==> config.mk <==
export PLATFORM = sky130hd
export DESIGN_NAME = scan_delay_seq
export DESIGN_NICKNAME = d
export VERILOG_FILES = /design/src/rtl/scan_delay_pkg.sv /design/src/rtl/sds_counter.sv /design/src/rtl/sds_decode.sv /design/src/rtl/scan_delay_seq.sv
export SDC_FILE = /design/constraint.sdc
export NUM_CORES = 1
export LEC_CHECK = 0
export BUFFER_PORTS_ARGS = -buffer_cell sky130_fd_sc_hd__buf_2
export CORE_AREA = 2 2 39 41
export DETAILED_ROUTE_END_ITERATION = 7
export DIE_AREA = 0 0 41 43
export HOLD_SLACK_MARGIN = 0.1
export PLACE_DENSITY_LB_ADDON = 0.05
export SYNTH_ARGS = -nofsm -noshare
export SYNTH_HDL_FRONTEND = slang
export SYNTH_HIERARCHICAL = 1
export SYNTH_SLANG_ARGS = --single-unit
==> constraint.sdc <==
create_clock -name clk -period 4.45 [get_ports clk]
set_input_delay 0 -clock clk [delete_from_list [all_inputs] [get_ports clk]]
set_output_delay 0 -clock clk [all_outputs]
set_load 0.02 [all_outputs]
==> src/rtl/scan_delay_pkg.sv <==
package scan_delay_pkg;

  typedef enum logic [2:0] {
    PH_IDLE   = 3'd0,
    PH_LOAD   = 3'd1,
    PH_SETTLE = 3'd2,
    PH_LAUNCH = 3'd3,
    PH_WAIT   = 3'd4,
    PH_CAPT   = 3'd5,
    PH_UNLOAD = 3'd6,
    PH_DONE   = 3'd7
  } phase_e;

  typedef struct packed {
    logic busy;
    logic done;
    logic scan_en;
    logic pulse;
    logic rated;
    logic pi_sel;
    logic launch;
    logic capture;
  } ctl_t;

  // cycles spent on one full chain shift
  function automatic int shift_cycles(int chain_len, int slow_div);
    return chain_len * slow_div;
  endfunction

  // counter width able to hold 0..limit-1
  function automatic int cnt_width(int limit);
    return (limit > 1) ? $clog2(limit) : 1;
  endfunction

endpackage

==> src/rtl/sds_counter.sv <==
module sds_counter #(
  parameter int LIMIT = 4
) (
  input  logic clk,
  input  logic rst_n,
  input  logic clr,
  input  logic en,
  output logic last
);
  localparam int W = scan_delay_pkg::cnt_width(LIMIT);
  localparam logic [W-1:0] TOP = W'(LIMIT - 1);

  logic [W-1:0] cnt;

  assign last = (cnt == TOP);

  always_ff @(posedge clk) begin
    if (!rst_n)      cnt <= '0;
    else if (clr)    cnt <= '0;
    else if (en)     cnt <= last ? '0 : cnt + 1'b1;
  end
endmodule

==> src/rtl/sds_decode.sv <==
module sds_decode
  import scan_delay_pkg::*;
(
  input  phase_e ph,
  input  logic   mode_q,
  input  logic   slow_last,
  output ctl_t   ctl
);
  always_comb begin
    ctl = '0;
    case (ph)
      PH_LOAD, PH_UNLOAD: begin
        ctl.busy    = 1'b1;
        ctl.scan_en = 1'b1;
        ctl.pulse   = slow_last;
      end
      PH_SETTLE: begin
        ctl.busy    = 1'b1;
        ctl.scan_en = mode_q;
      end
      PH_LAUNCH: begin
        ctl.busy    = 1'b1;
        ctl.scan_en = mode_q;
        ctl.pulse   = 1'b1;
        ctl.rated   = 1'b1;
        ctl.launch  = 1'b1;
      end
      PH_WAIT: begin
        ctl.busy    = 1'b1;
        ctl.pi_sel  = 1'b1;
      end
      PH_CAPT: begin
        ctl.busy    = 1'b1;
        ctl.pi_sel  = 1'b1;
        ctl.pulse   = 1'b1;
        ctl.rated   = 1'b1;
        ctl.capture = 1'b1;
      end
      PH_DONE: begin
        ctl.busy    = 1'b1;
        ctl.done    = 1'b1;
      end
      default: ctl = '0;
    endcase
  end
endmodule

==> src/rtl/scan_delay_seq.sv <==
module scan_delay_seq
  import scan_delay_pkg::*;
#(
  parameter int CHAIN_LEN = 8,
  parameter int SLOW_DIV  = 4,
  parameter int RATED_DIV = 2
) (
  input  logic clk,
  input  logic rst_n,
  input  logic start,
  input  logic los_mode,
  output logic scan_en,
  output logic clk_pulse,
  output logic clk_rated,
  output logic pi_sel,
  output logic launch_stb,
  output logic capture_stb,
  output logic busy,
  output logic done
);
  localparam bit HAS_GAP = (RATED_DIV > 1);

  phase_e ph, ph_n;
  logic   mode_q;
  logic   slow_last, bit_last, gap_last;
  logic   shifting, phase_chg;
  ctl_t   ctl;

  assign shifting  = (ph == PH_LOAD) || (ph == PH_UNLOAD);
  assign phase_chg = (ph_n != ph);

  // slow period divider, runs during load, settle and unload
  sds_counter #(.LIMIT(SLOW_DIV)) u_slow (
    .clk(clk), .rst_n(rst_n), .clr(phase_chg),
    .en(shifting || (ph == PH_SETTLE)), .last(slow_last)
  );

  // counts slow pulses across one chain length
  sds_counter #(.LIMIT(CHAIN_LEN)) u_bits (
    .clk(clk), .rst_n(rst_n), .clr(phase_chg),
    .en(shifting && slow_last), .last(bit_last)
  );

  generate
    if (HAS_GAP) begin : g_gap
      sds_counter #(.LIMIT(RATED_DIV - 1)) u_gap (
        .clk(clk), .rst_n(rst_n), .clr(phase_chg),
        .en(ph == PH_WAIT), .last(gap_last)
      );
    end else begin : g_nogap
      assign gap_last = 1'b1;
    end
  endgenerate

  always_comb begin
    ph_n = ph;
    case (ph)
      PH_IDLE:   if (start) ph_n = PH_LOAD;
      PH_LOAD:   if (slow_last && bit_last) ph_n = PH_SETTLE;
      PH_SETTLE: if (slow_last) ph_n = PH_LAUNCH;
      PH_LAUNCH: ph_n = HAS_GAP ? PH_WAIT : PH_CAPT;
      PH_WAIT:   if (gap_last) ph_n = PH_CAPT;
      PH_CAPT:   ph_n = PH_UNLOAD;
      PH_UNLOAD: if (slow_last && bit_last) ph_n = PH_DONE;
      PH_DONE:   ph_n = PH_IDLE;
      default:   ph_n = PH_IDLE;
    endcase
  end

  always_ff @(posedge clk) begin
    if (!rst_n) begin
      ph     <= PH_IDLE;
      mode_q <= 1'b0;
    end else begin
      ph <= ph_n;
      if (ph == PH_IDLE && start) mode_q <= los_mode;
    end
  end

  sds_decode u_dec (
    .ph(ph), .mode_q(mode_q), .slow_last(slow_last), .ctl(ctl)
  );

  assign scan_en     = ctl.scan_en;
  assign clk_pulse   = ctl.pulse;
  assign clk_rated   = ctl.rated;
  assign pi_sel      = ctl.pi_sel;
  assign launch_stb  = ctl.launch;
  assign capture_stb = ctl.capture;
  assign busy        = ctl.busy;
  assign done        = ctl.done;
endmodule

# [After elaboration in Yosys (flattened, before gate mapping)]
# Index checks and enable logic that the tools add are counted.
[classes] addsub=3 eq_ne=10 mux=17 n_reduce_logical=12 n_bitwise=1
[ops] operator="$pmux W3 S8" n=1
[ops] operator="$mux W3" n=6
[ops] operator="$eq A3 B3 Y1 const B" n=5
[ops] operator="$reduce_or A2 Y1" n=5
[ops] operator="$mux W1" n=7
[ops] operator="$reduce_or A7 Y1" n=1
[ops] operator="$eq A3 B2 Y1 const B" n=2
[ops] operator="$pmux W1 S2" n=2
[ops] operator="$add A3 B1 Y3 const B" n=1
[ops] operator="$eq A3 B1 Y1 const B" n=1
[ops] operator="$logic_and A1 B1 Y1" n=3
[ops] operator="$logic_not A3 Y1" n=1
[ops] operator="$ne A3 B3 Y1" n=1
[ops] operator="$add A2 B1 Y2 const B" n=1
[ops] operator="$eq A2 B2 Y1 const B" n=1
[ops] operator="$logic_or A1 B1 Y1" n=2
[ops] operator="$mux W2" n=1
[ops] operator="$add A1 B1 Y1 const B" n=1
[ops] operator="$not A1 Y1" n=1
[totals] out_inout_bits=8 inputBits=4 register_bits=10

# [Logic depth before layout (Yosys ltp)]
# Gate-level depths: netlist of the first run.
[logic_depth] ltp_word=6 mapped_depth=7 ltp_nobuf=7

# [Cells and area by module]
# The synthesis of the first run kept the hierarchy.
[modules_own_cells] module="scan_delay_seq" instances=1 cells_each=33 area_each_um2=272.8
[modules_own_cells] module="sds_counter (u_bits)" instances=1 cells_each=13 area_each_um2=142.6
[modules_own_cells] module="sds_counter (u_slow)" instances=1 cells_each=9 area_each_um2=96.3
[modules_own_cells] module="sds_decode" instances=1 cells_each=15 area_each_um2=85.1
[modules_own_cells] module="sds_counter (g_gap.u_gap)" instances=1 cells_each=2 area_each_um2=11.3

# [Worst setup path after synthesis of the first run]
# No wires, ideal clock.
[synth_path] kind="register to register" start="reg ph[0]" end="reg u_bits.cnt[0]" path_stages_with_launch=7 path_slack_ns=2.879 setup_time_ns=0.066 t_required_ns=4.384 t_arrival_ns=1.504 path_cell_list="dfxtp_1 -> nand2b_2 -> nor2_1 -> a21oi_1 -> nor2b_1 -> or3b_1 -> a21oi_2"
[synth_via] elab_chain_len=4
[synth_rtl] element="start, declared" line="scan_delay_seq.sv:23" rtl="phase_e ph, ph_n;"
[synth_rtl] element="start signal, assigned" line="scan_delay_seq.sv:75" rtl="ph <= ph_n;"
[synth_rtl] element="$eq A3 B3 Y1 (tied with other cells)" line="scan_delay_seq.sv:57" rtl="case (ph)"
[synth_rtl] element="$pmux W3 S8" line="scan_delay_seq.sv:57"
[synth_rtl] element="$ne A3 B3 Y1" line="scan_delay_seq.sv:30" rtl="assign phase_chg = (ph_n != ph);"
[synth_rtl] element="$reduce_or A2 Y1 (no source line)"
[synth_rtl] element="end signal, assigned" line="sds_counter.sv:20" rtl="else if (en) cnt <= last ? '0 : cnt + 1'b1;"
[synth_rtl] element="end, declared" line="sds_counter.sv:13" rtl="logic [W-1:0] cnt;"
# Several ways; a longest one is shown, not always the timed one.
# A chain may end at the register's enable or synchronous reset.

# [Final worst setup path of the first run]
# Same ends and word-level chain as after synthesis.

==> results.cfg, run 1 <==
[hold_path]
hold_class = in -> reg

[clock_network]
path_clk_slew_ps = 70
cts.sinks = 9
clk-insertion-delay-late_ps = 260
cts_tree = built
cts_setup_buffers = 0
htree_levels = 1
cts_root_buffer = clkbuf_4
cts_made_buffers = 3
cts.path.max_buffers = 2

[routing]
wl_mm = 1.05
wl_per_cell_um = 10.2
drt.antenna.violating_nets = 0
vias_per_cell = 5.08
first_pass_iters = 4
drt_iter0_markers = 12
drc = 0
vias = 523

[synthesis]
ys_warn_count = 6
syn_nets = 78
synth_area_per_cell_um2 = 8.46
synth_area_um2 = 601
synthCells = 71

[grt]
grt_pass1_wl_mm = 1.65
grt_max_degree = 17
gr-usage-all-layers_pct = 13.8
grt_antenna_before_repair = 0
grt.overflow.total = 0
first_global_vias = 425

[sta]
rsz0062_at_grt = no
final_hold_viol_count = 0
setup_viol = 0
timing.fmax_mhz = 562
tightest_slew_ps = 519
drv_slew = 0
slew_headroom_pct = 65.4
fin_crit_sh_pct = 40.0
holdWs_ps = 300
tns_ps = 0
skew_ps = 6.39
finalCriticalPeriod_ps = 1780

[setup_path]
worstPathMaxFanout = 15
required_ps = 4650
crit_type = reg -> reg
crit_path_start_kind = flip-flop
end_kind = flip-flop
cp_data_arrival_time_ps = 1980

[place]
dp_hpwl_um = 777
io_buffers = 11
place_congestion = 0.779

[die]
rows = 14
die_area_um2 = 1760
io-pin-count = 12
dieWidth_um = 41
start_util_pct = 43.4
die_h_um = 43
core_um2 = 1380

[power]
p_leak_nw = 0.308
ir_drop_mv = 0.127
p_per_area_nw_per_um2 = 246

[run_status]
outcome = finished clean

[cells_and_area]
area_growth_pct = 18.8
utilization_pct = 51.5
nets = 95
antennaDiodeCount = 0
drive_gt1_share_pct = 20.7
fillers = 136

[run]
maxCapViolCount = 0
[final timing paths]
| kind | startpoint | to | slack (ps) | cells past startpoint |
|---|---|---|---|---|
| setup / recovery | ph[0] | u_bits/cnt[0] | 2670 | 6 |
| setup reg to reg | ph[0] | u_bits/cnt[0] | 2670 | 6 |
| hold / removal | start | ph[0] | 300 | 4 |
| hold reg to reg | u_bits/cnt[1] | u_bits/cnt[1] | 500 | 2 |
[through the flow]
stage	setup WS, ps	std cells	total power, W	instance area (um^2)
finish	2670	103	0.000175	713
global route	2500	103	0.000185	713
CTS	2670	103	0.000176	713
detailed placement	2680	96	0.000110	657
global placement	2730	96	0.000109	657
floorplan	2900	71	0.000104	601
[registers in the layout, summed over array words and instances, names as in the netlist]
name / count
mode_q: 1
ph: 3
u_bits/cnt: 3
u_slow/cnt: 2
[metal layers]
metal  share of wire [%]  track usage (%)
met1                  52             17.0
met5                   0                0
met4                 1.0             6.00
met3                 5.8             4.71
met2                  41             20.9
[layout make-up]
class | instances | area, um^2 | area share [%]
inverters | 1 | 3.75 | 0.526
flip-flops and latches | 9 | 180 | 25.3
clock buffers | 4 | 26.3 | 3.68
repair buffers | 14 | 85.1 | 11.9
well taps | 16 | 20.0 | 2.81
multi-input cells | 59 | 398 | 55.8
[power breakdown]
group,internal [W],switching [W]
registers,0.0000827,0.00000356
logic,0.0000122,0.0000112
clock network,0.0000346,0.0000309
[what timing repair did]
item,in CTS,in global routing
gates resized for setup,0,0
hold buffers,3,0
endpoints found under the hold margin,7,0
[cell usage in the layout, fill, tap and decap left out, types with 2 or more instances in the layout]
master	count
and2_1	3
a21oi_1	5
nor2_1	6
mux2i_1	5
clkbuf_4	3
a21oi_2	2
nand2b_1	7
buf_2	11
dfxtp_1	9
nor2b_1	5
ha_1	3
nand2_1	4
or3b_1	2
dlygate4sd3_1	3
o21ai_0	4
[critical path: stages, from the launching register on]
cell,delay (ps)
dfxtp_1,600
nand2b_2,130
nor2_1,140
a21oi_1,60
nor2b_1,280
or3b_1,400
a21oi_2,110
Note: power is estimated with default switching activity, not from simulation.
==> run 2: changes to the inputs <==
clock period = 1.9 ns   (was 4.45 ns; I/O delays follow)
==> run 2 against run 1 <==
Effect of this change:
- non-clock buffer count is 5 higher
- clock power grew 130%
- routed wire length grew 11%
- clock skew fell by 5.3 ps
- global-route usage up 2.2 points
- core utilization increased by 3.5 points
- worst hold slack better by 29 ps
==> results.cfg, run 2 (synthesized netlist as in run 1, its figures left out) <==
[cells_and_area]
layout.area.seq_um2 = 183
top_regs = ph: 3 flops, u_bits/cnt: 3 flops, u_slow/cnt: 2 flops
area_growth_pct = 26.9
drive_gt1_share_pct = 27.2
final_cell_mix = buf_2 (11), nand2b_1 (7), dfxtp_1 (7)
nets = 100
final_common_cell = buf_2
fillers = 135
antennaDiodeCount = 0
final-instance-count-excl-fill = 108
multi_input_area_um2 = 407

[die]
rows = 14
die_h_um = 43
dieWidth_um = 41
core_um2 = 1380
die_area_um2 = 1760
io-pin-count = 12
start_util_pct = 43.4

[routing]
first_pass_iters = 4
drt_iter0_markers = 4
drt.antenna.violating_nets = 0
drc = 0
wl_mm = 1.16
vias = 554
wl_per_cell_um = 10.8
vias_per_cell = 5.13

[hold_path]
min_from = start
hold_class = in -> reg

[clock_network]
cts.sinks = 9
cts_made_buffers = 3
cts.path.max_buffers = 2
cts_tree = built
clk-insertion-delay-late_ps = 260
path_clk_slew_ps = 60
cts_root_buffer = clkbuf_4
htree_levels = 1
cts_setup_buffers = 0

[power]
ir_drop_mv = 0.235
p_leak_nw = 0.341
p_per_area_nw_per_um2 = 542

[setup_path]
setup.worst_path.start = ph[2]
crit_end = mode_q
crit_path_max_incr_delay_ps = 550
worstPathMaxFanout = 9
cp_slowest_cell = dlygate4sd3_1
end_kind = flip-flop
rr_worst_depth = 5
crit_type = reg -> reg
r2r-start = ph[2]
cp_data_arrival_time_ps = 1940
cp_cell_sequence = buf_4, nor4b_4, mux2i_1, nor2b_1, dlygate4sd3_1
crit_path_start_kind = flip-flop
required_ps = 2050
worstReg2RegEnd = mode_q
reg2reg_slack_ps = 110

[grt]
first_global_vias = 519
grt.busiest_layer = met2
grtUsageMet2_pct = 26.3
grt_max_degree = 11
grt_pass1_wl_mm = 1.96
grt.overflow.total = 0
gr-usage-all-layers_pct = 16.0
grt_antenna_before_repair = 0
use_met1_pct = 17.6
grtUsageMet3_pct = 1.57

[sta]
fin_crit_sh_pct = 94.4
skew_ps = 1.14
setup_viol = 0
rsz0062_at_grt = no
setup_ws_ps = 106
drv_slew = 0
final_hold_viol_count = 0
timing.fmax_mhz = 557
tns_ps = 0
holdWs_ps = 328
finalCriticalPeriod_ps = 1790

[place]
dp_hpwl_um = 876
io_buffers = 11
dp_cells = 101
dp_slack_ps = 311
place_congestion = 0.734

[run]
maxCapViolCount = 0

[run_status]
outcome = finished clean
==> run 2: changes by cell type in the layout (fill, tap and decap cells not counted), sizes merged <==
cell	change
buf	+5
==> run 2: worst min-delay path by stage <==
stage	to	slack (ps)	depth (start not counted)
2_1_floorplan	ph[1]	120	1
3_3_place_gp	mode_q	260	3
3_5_place_dp	mode_q	280	3
4_1_cts	ph[0]	310	4
5_1_grt	ph[0]	390	4
6_report	ph[0]	330	4
==> run 2: critical path, delay by kind of cell (launching register included) <==
kind / cells / cell delay, ps
flops: 1 / 380
mux: 1 / 240
simple gates: 2 / 340
buf+inv: 2 / 730
==> run 2: through the flow <==
stage / power [W] / cell area (um^2) / utilization (%)
6_report: 0.000413 / 762 / 55.1
5_1_grt: 0.000439 / 762 / 55.1
4_1_cts: 0.000416 / 751 / 54.2
3_5_place_dp: 0.000261 / 694 / 50.2
3_3_place_gp: 0.000260 / 694 / 50.2
2_1_floorplan: 0.000244 / 601 / -
==> run 2: where the power goes <==
part           switching, W  leakage [nW]  internal (W)
Clock             0.0000673        0.0150     0.0000810
Combinational     0.0000306         0.252     0.0000344
Sequential       0.00000561        0.0738      0.000194
Total              0.000104         0.341      0.000309
==> run 2: repair_timing <==
action	CTS	global route
resized for setup	0	3
setup endpoints to repair	0	1
hold endpoints to repair	7	0
hold buffers	3	0
==> run 2: cell type report <==
cell class                      instances  area share [%]
Sequential cell                         9            24.0
Timing Repair Buffer                   19            16.1
Clock buffer                            4            3.45
Tap cell                               16            2.63
Inverter                                1           0.493
Multi-Input combinational cell         59            53.4
==> run 2: per-layer routing <==
layer | routed length (um) | up-vias
li1 | - | 286
met1 | 522 | 252
met2 | 568 | 12
met3 | 45 | 4
met4 | 28 | 0
met5 | 0 | -
==> run 3: changes to the inputs <==
BUFFER_PORTS_ARGS = -buffer_cell sky130_fd_sc_hd__buf_4   (was -buffer_cell sky130_fd_sc_hd__buf_2)
CORE_AREA = default   (was 2 2 39 41)
CORE_MARGIN = 2   (was default)
CORE_UTILIZATION = 30   (was default)
DIE_AREA = default   (was 0 0 41 43)
==> run 3 against run 2 <==
Effect of this change:
- sequential power barely moved
- final cell count rose by 9.3%
- routed wire length rose by 3.0%
- sequential cell count did not move
- core utilization fell by 14 points
- die area rose by 35%
- largest cell class unchanged
==> results.cfg, run 3 (synthesized netlist as in run 1, its figures left out) <==
[cells_and_area]
final_cell_mix = buf_4 (16), dfxtp_1 (9), nand2b_1 (7)
fillers = 214
final_common_cell = buf_4
nets = 99
layout.area.seq_um2 = 180
drive_gt1_share_pct = 25.3
area_growth_pct = 30.2
multi_input_area_um2 = 398
final-instance-count-excl-fill = 118
top_regs = ph: 3 flops, u_bits/cnt: 3 flops, u_slow/cnt: 2 flops
antennaDiodeCount = 0

[routing]
vias = 553
wl_mm = 1.20
vias_per_cell = 4.69
drt_iter0_markers = 12
drt.antenna.violating_nets = 0
wl_per_cell_um = 10.2
first_pass_iters = 3
drc = 0

[grt]
grt.overflow.total = 0
first_global_vias = 451
grt_max_degree = 11
grt_pass1_wl_mm = 2.06
grt_antenna_before_repair = 0
gr-usage-all-layers_pct = 11.4

[sta]
skew_ps = 3.92
fin_crit_sh_pct = 92.9
final_hold_viol_count = 0
drv_slew = 0
setup_viol = 0
rsz0062_at_grt = no
finalCriticalPeriod_ps = 1760
timing.fmax_mhz = 567
tns_ps = 0

[setup_path]
crit_path_start_kind = flip-flop
worstPathMaxFanout = 10
required_ps = 2060
end_kind = flip-flop
crit_type = reg -> reg
cp_data_arrival_time_ps = 1920

[clock_network]
cts.sinks = 9
cts.path.max_buffers = 2
cts_resized = 0
cts_tree = built
hold_buffers = 2
clk-insertion-delay-late_ps = 260
htree_levels = 1
cts_made_buffers = 3
cts_setup_buffers = 0
cts_root_buffer = clkbuf_4
path_clk_slew_ps = 70

[die]
start_util_pct = 31.3
dieWidth_um = 48.7
die_h_um = 48.7
die_area_um2 = 2380
core_um2 = 1920
io-pin-count = 12
rows = 16

[place]
io_buffers = 11
dp_hpwl_um = 911
place_congestion = 0.726
dp_cells = 112

[power]
ir_drop_mv = 0.378
p_per_area_nw_per_um2 = 534
p_leak_nw = 0.333

[hold_path]
hold_class = in -> reg

[run]
maxCapViolCount = 0

[run_status]
outcome = finished clean
-- run 3: cell count changes in the layout (fill, tap and decap cells not counted) --
cell,previous run,this run
buf_2,11,0
dfxtp_1,7,9
dfxtp_2,2,0
nor4b_4,1,0
dlygate4sd3_1,3,2
buf_4,5,16
nor4b_2,0,1
-- run 3: cell type report --
cell class              count  area share (%)
clock buffers               4            3.36
inverters                   1           0.480
multi-input cells          59            50.9
flip-flops and latches      9            23.0
well taps                  27            4.32
repair buffers             18            17.9
-- run 3: final timing paths --
path,cells past startpoint,endpoint,slack [ps],startpoint
worst max-delay path,5,mode_q,140,ph[1]
worst min-delay path,4,ph[0],320,start
worst max register to register,5,mode_q,140,ph[1]
worst min register to register,2,u_slow/cnt[0],500,u_slow/cnt[0]
-- run 3: routing by layer --
metal	part of all wire, %	track usage [%]	vias up
met5	0	0	-
met4	2.8	7.14	0
met3	4.8	4.32	4
met2	45	17.4	12
met1	48	13.5	250
li1	-	-	287
-- run 3: per-stage QoR --
step	worst slack [ps]	util [%]	power (W)	area, um^2	hold WS, ps
finish	135	40.7	0.000417	782	316
detailed placement	321	38.3	0.000266	736	272
floorplan	347	-	0.000244	601	122
CTS	126	40.7	0.000423	782	312
global placement	322	38.3	0.000266	736	258
global route	43.4	40.7	0.000441	782	352
-- run 3: power breakdown --
group / internal [W] / switching, W / total (W) / leakage (nW)
sequential: 0.000194 / 0.00000461 / 0.000198 / 0.0731
combinational: 0.0000352 / 0.0000303 / 0.0000655 / 0.245
clock: 0.0000812 / 0.0000725 / 0.000154 / 0.0150
-- run 3: critical path, stage by stage (launching register included) --
cell and delay, ps:
dfxtp_1 390, buf_4 200, nor4b_2 250, mux2i_1 220, nor2b_1 60, dlygate4sd3_1 540
